## src/rtl/mmu_ctl_pkg.sv

```systemverilog
package mmu_ctl_pkg;
   localparam int IDX_W  = 4;
   localparam int NSLOT  = 1 << IDX_W;
   localparam logic [IDX_W-1:0] FSR_IDX = 4'd3;
   localparam logic [IDX_W-1:0] FAR_IDX = 4'd4;

   typedef enum logic [1:0] {GRP_IMMU, GRP_DMMU, GRP_LSU, GRP_NONE} grp_e;

   // software write permission of one slot
   function automatic logic slot_writable(input logic is_data, input logic [IDX_W-1:0] idx);
      logic ok;
      ok = !(idx == 4'd0 || idx == FAR_IDX);
      if (!is_data && (idx == 4'd1 || idx == 4'd2 || idx == 4'd7 || idx == 4'd8))
         ok = 1'b0;
      return ok;
   endfunction
endpackage

```

## src/rtl/mmu_reg_bank.sv

```systemverilog
module mmu_reg_bank
   import mmu_ctl_pkg::*;
#(
   parameter int DW      = 64,
   parameter bit IS_DATA = 1'b0
) (
   input  logic             clk,
   input  logic             rst_n,
   input  logic             wr_en,
   input  logic [IDX_W-1:0] idx,
   input  logic [DW-1:0]    wdata,
   input  logic             flt_ld,
   input  logic [DW-1:0]    flt_addr,
   output logic [DW-1:0]    rdata
);
   logic [DW-1:0] slot_q [NSLOT];
   logic          clr_wr;
   logic          far_clr;

   assign clr_wr = wr_en && (idx == FSR_IDX) && !wdata[0];

   generate
      if (DW < 2) begin : g_bad_dw
         $error("mmu_reg_bank: DW must be at least 2");
      end
      if (IS_DATA) begin : g_data
         assign far_clr = clr_wr;

         far_clear_chk: assert property (@(posedge clk) disable iff (!rst_n)
            clr_wr && !flt_ld |=> slot_q[FAR_IDX] == '0);
      end else begin : g_inst
         assign far_clr = 1'b0;

         absent_slot_chk: assert property (@(posedge clk) disable iff (!rst_n)
            wr_en && (idx == 4'd1 || idx == 4'd7) |=> $stable(slot_q[1]) && $stable(slot_q[7]));

         inst_far_keep_chk: assert property (@(posedge clk) disable iff (!rst_n)
            !flt_ld |=> $stable(slot_q[FAR_IDX]));
      end
   endgenerate

   always_ff @(posedge clk) begin
      if (!rst_n) begin
         for (int i = 0; i < NSLOT; i++) slot_q[i] <= '0;
      end else begin
         for (int i = 0; i < NSLOT; i++) begin
            if (wr_en && idx == IDX_W'(i) && slot_writable(IS_DATA, IDX_W'(i)))
               slot_q[i] <= (IDX_W'(i) == FSR_IDX && !wdata[0]) ? '0 : wdata;
         end
         if (far_clr) slot_q[FAR_IDX] <= '0;
         if (flt_ld)  slot_q[FAR_IDX] <= flt_addr;
      end
   end

   assign rdata = slot_q[idx];


   ro_slot0_chk: assert property (@(posedge clk) disable iff (!rst_n)
      wr_en && idx == 4'd0 |=> $stable(slot_q[0]));

   fsr_clear_chk: assert property (@(posedge clk) disable iff (!rst_n)
      clr_wr |=> slot_q[FSR_IDX] == '0);

   flt_load_chk: assert property (@(posedge clk) disable iff (!rst_n)
      flt_ld |=> slot_q[FAR_IDX] == $past(flt_addr));
endmodule

```

## src/rtl/mmu_lsu_ctl.sv

```systemverilog
module mmu_lsu_ctl #(
   parameter int DW      = 64,
   parameter int IEN_BIT = 0,
   parameter int DEN_BIT = 1
) (
   input  logic          clk,
   input  logic          rst_n,
   input  logic          wr_en,
   input  logic [DW-1:0] wdata,
   output logic [DW-1:0] lsu_q,
   output logic          flush_o
);
   localparam logic [DW-1:0] KEEP = (DW'(1) << IEN_BIT) | (DW'(1) << DEN_BIT);

   logic [DW-1:0] next_val;

   generate
      if (IEN_BIT == DEN_BIT || IEN_BIT >= DW || DEN_BIT >= DW) begin : g_bad_bits
         $error("mmu_lsu_ctl: enable bit positions must differ and fit in DW");
      end
   endgenerate

   assign next_val = wdata & KEEP;

   always_ff @(posedge clk) begin
      if (!rst_n) begin
         lsu_q   <= '0;
         flush_o <= 1'b0;
      end else begin
         flush_o <= wr_en && (next_val != lsu_q);
         if (wr_en) lsu_q <= next_val;
      end
   end


   flush_change_chk: assert property (@(posedge clk) disable iff (!rst_n)
      flush_o |-> lsu_q != $past(lsu_q));

   idle_no_flush_chk: assert property (@(posedge clk) disable iff (!rst_n)
      !wr_en |=> !flush_o && $stable(lsu_q));

   lsu_bits_chk: assert property (@(posedge clk) disable iff (!rst_n)
      wr_en |=> (lsu_q & ~KEEP) == '0);
endmodule

```

## src/rtl/mmu_ctl_regfile.sv

```systemverilog
module mmu_ctl_regfile
   import mmu_ctl_pkg::*;
#(
   parameter int          DW       = 64,
   parameter int          SEL_W    = 8,
   parameter int          ADDR_W   = 7,
   parameter int          IDX_LSB  = 3,
   parameter int          IEN_BIT  = 0,
   parameter int          DEN_BIT  = 1,
   parameter logic [7:0]  SEL_IMMU = 8'h21,
   parameter logic [7:0]  SEL_DMMU = 8'h22,
   parameter logic [7:0]  SEL_LSU  = 8'h30
) (
   input  logic              clk,
   input  logic              rst_n,
   input  logic              rd_en,
   input  logic              wr_en,
   input  logic [SEL_W-1:0]  sel,
   input  logic [ADDR_W-1:0] addr,
   input  logic [DW-1:0]     wdata,
   output logic [DW-1:0]     rdata,
   input  logic [1:0]        flt_ld,
   input  logic [DW-1:0]     flt_addr,
   output logic              flush_o,
   output logic              unassigned_o
);
   localparam int NGRP = 2;

   grp_e             grp;
   logic [IDX_W-1:0] idx;
   logic [DW-1:0]    bank_rd [NGRP];
   logic [DW-1:0]    lsu_val;
   logic             unk_q;
   logic [IDX_LSB-1:0] unused_addr_lo;

   generate
      if (ADDR_W != IDX_LSB + IDX_W) begin : g_bad_addr
         $error("mmu_ctl_regfile: ADDR_W must equal IDX_LSB + slot index width");
      end
      if (SEL_W != 8) begin : g_bad_sel
         $error("mmu_ctl_regfile: SEL_W must be 8");
      end
   endgenerate

   assign idx            = addr[IDX_LSB +: IDX_W];
   assign unused_addr_lo = addr[IDX_LSB-1:0];

   always_comb begin
      if (sel == SEL_IMMU)      grp = GRP_IMMU;
      else if (sel == SEL_DMMU) grp = GRP_DMMU;
      else if (sel == SEL_LSU)  grp = GRP_LSU;
      else                      grp = GRP_NONE;
   end

   genvar g;
   generate
      for (g = 0; g < NGRP; g++) begin : g_bank
         localparam grp_e MY_GRP = (g == 1) ? GRP_DMMU : GRP_IMMU;
         mmu_reg_bank #(.DW(DW), .IS_DATA(g == 1)) u_bank (
            .clk      (clk),
            .rst_n    (rst_n),
            .wr_en    (wr_en && grp == MY_GRP),
            .idx      (idx),
            .wdata    (wdata),
            .flt_ld   (flt_ld[g]),
            .flt_addr (flt_addr),
            .rdata    (bank_rd[g])
         );
      end
   endgenerate

   mmu_lsu_ctl #(.DW(DW), .IEN_BIT(IEN_BIT), .DEN_BIT(DEN_BIT)) u_lsu (
      .clk     (clk),
      .rst_n   (rst_n),
      .wr_en   (wr_en && grp == GRP_LSU),
      .wdata   (wdata),
      .lsu_q   (lsu_val),
      .flush_o (flush_o)
   );

   always_comb begin
      unique case (grp)
         GRP_IMMU: rdata = bank_rd[0];
         GRP_DMMU: rdata = bank_rd[1];
         GRP_LSU:  rdata = lsu_val;
         default:  rdata = '0;
      endcase
   end

   always_ff @(posedge clk) begin
      if (!rst_n) unk_q <= 1'b0;
      else        unk_q <= (rd_en || wr_en) && grp == GRP_NONE;
   end
   assign unassigned_o = unk_q;


   unassigned_cause_chk: assert property (@(posedge clk) disable iff (!rst_n)
      unassigned_o |-> $past(rd_en || wr_en) && $past(grp) == GRP_NONE);

   unassigned_zero_chk: assert property (@(posedge clk) disable iff (!rst_n)
      grp == GRP_NONE |-> rdata == '0);

   flush_after_write_chk: assert property (@(posedge clk) disable iff (!rst_n)
      flush_o |-> $past(wr_en) && $past(sel) == SEL_LSU);
endmodule

```

## config.mk

```make
export PLATFORM = sky130hd
export DESIGN_NAME = mmu_ctl_regfile
export DESIGN_NICKNAME = d
export VERILOG_FILES = /design/src/rtl/mmu_ctl_pkg.sv /design/src/rtl/mmu_reg_bank.sv /design/src/rtl/mmu_lsu_ctl.sv /design/src/rtl/mmu_ctl_regfile.sv
export SDC_FILE = /design/constraint.sdc
export NUM_CORES = 2
export LEC_CHECK = 0
export ABC_AREA = 1
export BUFFER_PORTS_ARGS = -buffer_cell sky130_fd_sc_hd__buf_2
export CORE_AREA = 2 2 383 385
export CTS_CLUSTER_DIAMETER = 120
export DETAILED_ROUTE_END_ITERATION = 10
export DIE_AREA = 0 0 385 387
export PLACE_DENSITY_LB_ADDON = 0.05
export SYNTH_ARGS = -nofsm -noshare
export SYNTH_HDL_FRONTEND = slang
export SYNTH_SLANG_ARGS = --single-unit
```

## constraint.sdc

```tcl
create_clock -name clk -period 13.7 [get_ports clk]
set_clock_uncertainty 0.15 [all_clocks]
set_input_delay 2.055 -clock clk [delete_from_list [all_inputs] [get_ports clk]]
set_output_delay 2.055 -clock clk [all_outputs]
set_load 0.01 [all_outputs]
```

# Word-level counts from Yosys, hierarchy flattened
# Memory sizes are Yosys's and may differ from the RTL's.
# Cells that the tools add are included.
[word_totals]
reg_bits = 4
mem_bits_rw = 2048
in_bits = 149
output_inout_bits = 66
elab_cells = 229
mem_count = 2
[classes]
eq_ne = 21
mux = 131
bitwise_logic = 31
reduce_logical = 41
[memory_table]
columns = ["memory", "depth", "word_bits", "rd", "rd_clocked_by_memory_dff", "write_ports", "line_no", "source"]
rows = [
  ["g_bank[0].u_bank.slot_q", 16, 64, 1, 0, 16, "mmu_reg_bank.sv:16", "logic [DW-1:0] slot_q [NSLOT];"],
  ["g_bank[1].u_bank.slot_q", 16, 64, 1, 0, 16, "mmu_reg_bank.sv:16", ""],
]
[op_table]
columns = ["op", "count"]
rows = [
  ["64-bit two-way mux", 32],
  ["64-bit one-hot mux with 3 select lines", 1],
  ["1-bit two-way mux", 96],
  ["1-bit logical AND", 38],
  ["4-bit equality test, second input constant", 8],
  ["1-bit OR", 31],
  ["8-bit by 6-bit equality test with 1-bit output, second input constant", 3],
  ["4-bit by 3-bit equality test with 1-bit output, second input constant", 3],
  ["4-bit by 2-bit equality test with 1-bit output, second input constant", 2],
  ["2-bit equality test, second input constant", 2],
  ["4-bit by 1-bit equality test with 1-bit output, second input constant", 1],
  ["2-bit two-way mux", 2],
  ["2-bit by 1-bit equality test with 1-bit output, second input constant", 1],
  ["2-bit logical NOT", 1],
  ["2-bit inequality test", 1],
  ["1-bit logical NOT", 1],
  ["1-bit logical OR", 1],
]

# Longest topological paths before layout
[logic_depth]
depth_word = 13
ltp_mapped = 13
ltp_nobuf = 10

# Hierarchy
# Synthesis repeated with hierarchy kept, for this count alone.
[unflattened]
cells_unflattened = 9772
hier_area_um2 = 76936.3
[modules_own_cells]
columns = ["mod", "instances", "cells_each", "area_each_um2", "seq_area_each_um2"]
rows = [
  ["mmu_reg_bank (g_bank[1].u_bank)", 1, 5365, 43190.2, 24984.0],
  ["mmu_reg_bank (g_bank[0].u_bank)", 1, 3998, 31467.7, 17296.6],
  ["mmu_ctl_regfile", 1, 327, 1679.1, 20.0],
  ["mmu_lsu_ctl", 1, 82, 599.3, 60.1],
]

# Worst setup path before layout
# No wires, ideal clock.
[synth_path]
kind = "input to register"
from = "input sel[4]"
to = "memory g_bank[1].u_bank.slot_q[4][0], enable pin"
setup_ns = 0.574
t_arrival_ns = 7.335
t_required_ns = 12.976
slack_ns = 5.640
stages = 8
n_path_buf = 1
path_cell_list = "inv_1 > nand2_1 > nor2_1 > nand2_1 > nor2_4 > buf_4 > nand2_1 > o21ai_0"
[synth_lines]
columns = ["item", "line_no", "source"]
rows = [
  ["start, declared", "mmu_ctl_regfile.sv:18", "input logic [SEL_W-1:0] sel,"],
  ["end, declared", "mmu_reg_bank.sv:16", ""],
]

# Worst setup path after layout
[layout_path]
from = "input addr[4]"
to = "output rdata[15]"
[layout_between]
elab_chain_cells = 2
elab_cells_between_ends = 3
cone_classes = "mux: 1; memory: 2"
[layout_lines]
columns = ["item", "line_no", "source"]
rows = [
  ["start, declared", "mmu_ctl_regfile.sv:19", "input logic [ADDR_W-1:0] addr,"],
  ["memory 16 x 64 bit", "--", ""],
  ["64-bit one-hot mux with 3 select lines (*)", "mmu_ctl_regfile.sv:82", "unique case (grp)"],
  ["end, declared", "mmu_ctl_regfile.sv:21", "output logic [DW-1:0] rdata,"],
]
# Every way passes the cells marked *; elsewhere a longest branch is shown, timed or not.

==> summary.md <==
| Metric | Value |
|---|---|
| # fillers | `13200` |
| Hold Vio Cnt, Final | `0` |
| Final Cell Area | `86000 µm²` |
| Met2 WL | `118000 µm` |
| FMAX | `0.116 GHz` |
| Total gr overflow | `0` |
| Leading post-synthesis cells by cell area | `edfxtp_1 (34%), dfxtp_1 (20%), nand2_1 (16%)` |
| Worst Max-Slew Pin Slew | `1430 ps` |
| Crit. End Element | `output pin` |
| Post-CTS setup buffers | `0` |
| Initial DRC count | `9300` |
| Largest net degree at the start of global routing | `133` |
| Io pins | `215` |
| Cell internal pwr | `0.00819 W` |
| Die height | `387 µm` |
| Root buf cell | `clkbuf_16` |
| Min cycle time layout | `8660 ps` |
| Setup CP Type | `in2out` |
| Initial antenna violation count | `28` |
| Hold Path Class | `reg2reg` |
| CTS tree | `yes` |
| Max Root-Sink Buffers | `3` |
| Layout cells sized above 1 | `6.39%` |
| DR pass1 iterations | `6` |
| GP Congestion | `0.875` |
| Pleak | `41.1 nW` |
| Relative slew margins | `3.35%` |
| Final design utilization | `59.3%` |
| Tcrit/Tclk final | `63.2%` |
| Final setup vio count | `0` |
| Part of the power in the clock network | `42.2%` |
| Net switching power | `0.00278 W` |
| Post-synthesis cell count | `10800` |
| Sequential Power Share | `49.6%` |
| Synth top area share | `34.0%` |
| CTS buffer count | `177` |
| Worst path arrival time | `6450 ps` |
| Clk sink count | `1668` |
| Die area | `149000 µm²` |
| Final Net Count | `10600` |
| Ys async rst share | `0%` |
| Worst VDD drop | `0.0970 mV` |
| Post-Syn Area | `79000 µm²` |
| Area growth, synth to finish | `8.75%` |
| Syn_area_per_cell | `7.35 µm²` |
| Hold bufs inserted after CTS | `0` |
| Gate power share | `8.2%` |
| Vias/cell | `5.59` |
| Net Count, Synth | `10900` |
| Seq/Total Area, Yosys | `53.6%` |
| Worst-Skew Late Latency | `800 ps` |
| Power per Cell Area | `128 nW/µm²` |
| Status | `complete, no violations` |
| Synth area leader | `edfxtp_1` |
| Core area | `145000 µm²` |
| Synthesized flop and latch total | `1668` |
| Routed WL per cell | `23.0 µm` |
| Pwr Total | `0.0110 W` |
| GRT Total Usage | `38.0%` |
| Antenna Nets Post-Route | `0` |
| Req. time, crit path | `11490 ps` |
| Largest fanout on the critical path | `79` |
| Routed Wire Length | `288000 µm` |
| Maxcap violations | `0` |
| Initial Utilization | `54.6%` |
| Top sig layer | `met5` |
| DPL Wire Length | `163000 µm` |
| Slew Viols, Final | `0` |
| Final setup TNS | `0 ps` |
| CP Launch Type | `input pin` |
| Clock slew at reported path FFs | `60 ps` |
| CTS-repair resized insts | `0` |
| Synth cell count leaders | `nand2_1 (3364), nor2_1 (2228), inv_1 (1234), edfxtp_1 (896), dfxtp_1 (772)` |
| RSZ-0062 raised after global routing | `false` |
| Met1 WL | `120000 µm` |
| Vias | `70200` |
| Post-DP Area | `80400 µm²` |
| Routed wl met3 | `42000 µm` |
| Row count | `140` |
| First-pass GRT wire length | `417000 µm` |
| Die width | `385 µm` |
| Synth Flop Type | `edfxtp_1` |
| Yosys cell types | `27` |
| Port bufs | `211` |
| H-tree Lvls | `4` |
| Net Sw Frac | `25.3%` |
| Final Hold Slack | `328 ps` |
| Most numerous cell in the Yosys netlist | `nand2_1` |
| DRC | `0` |
| YS warnings | `0` |
| EDFF count, synth | `896` |
| Vias in the first global route | `62700` |
## placed cells by master (no fill, tap or decap), types with 90 or more instances in the layout
cell type | synthesis | layout
a21oi_1 | 224 | 224
buf_2 | 193 | 208
buf_4 | 8 | 90
clkbuf_16 | 0 | 187
dfxtp_1 | 772 | 772
edfxtp_1 | 896 | 896
inv_1 | 1234 | 1230
nand2_1 | 3364 | 3337
nand3_1 | 505 | 502
nor2_1 | 2228 | 2222
o21ai_0 | 482 | 481
## final timing paths
path	start	to	slack [ps]	depth (start not counted)
min	g_bank[0].u_bank.slot_q[12][21]$_SDFFE_PN0P_	g_bank[0].u_bank.slot_q[12][21]$_SDFFE_PN0P_	330	2
max reg2reg	u_lsu.lsu_q[0]$_SDFFE_PN0P_	u_lsu.flush_o$_SDFF_PN0_	12340	3
max	addr[4]	rdata[15]	5040	12
min reg2reg	g_bank[0].u_bank.slot_q[12][21]$_SDFFE_PN0P_	g_bank[0].u_bank.slot_q[12][21]$_SDFFE_PN0P_	330	2
## metal layers
metal  up-vias  global-route usage [%]
li1      32400                       -
met1     33000                    56.4
met2      4272                    54.1
met3       509                    10.8
met4        10                    10.4
met5         -                   0.747
## final cells by class
cell class	count	area, µm²	share of cell area, %
sequential	1668	42400	49.3
clock inverter	64	318	0.370
clock buffer	268	5160	6.00
inverter	1238	4670	5.43
tap	1917	2400	2.79
multi-input combinational	7068	29100	33.8
timing repair buffer	310	1940	2.26
antenna	11	27.5	0.0320
## sequential cells by signal (all words and copies together) (netlist names)
name	flops
g_bank.u_bank.slot_q	1664
u_lsu.flush_o	1
u_lsu.lsu_q	2
unassigned_o	1
## power by group through the flow
| stage | clock (W) | combinational (W) | sequential, W |
|---|---|---|---|
| after floorplan | 0 | 0.000504 | 0.00555 |
| after global placement | 0 | 0.000857 | 0.00554 |
| after detailed placement | 0 | 0.000861 | 0.00555 |
| after CTS | 0.00464 | 0.000864 | 0.00544 |
| after global routing | 0.00484 | 0.000956 | 0.00546 |
| final | 0.00463 | 0.000899 | 0.00544 |
## logic make-up (layout without fill, tap and decap cells)
kind of cell           after synthesis  in the layout  synth area share (%)
AO/OA/AOI/OAI                      751            751                  4.87
XOR/XNOR                             1              1                0.0111
buffers and inverters             2020           1880                  10.1
flip-flops                        1668           1668                  53.6
other                                0             11                     0
AND/OR/NAND/NOR                   6316           6316                  31.5
## metrics by stage
step	worst slack [ps]	instances
after floorplan	5640	10800
after global placement	5340	12200
after detailed placement	5360	12200
after CTS	5350	12500
after global routing	5040	12500
final	5040	12500
## critical path, cell delays in order
cell and delay, ps:
buf_8 570, inv_6 280, nand2_4 480, buf_4 670, buf_4 680, nor2_1 90, nor2_1 110, nand2_1 60
nand2_1 60, nand2_1 200, o21ai_0 760, buf_2 270
No activity file was read; power rests on OpenSTA's default activity.
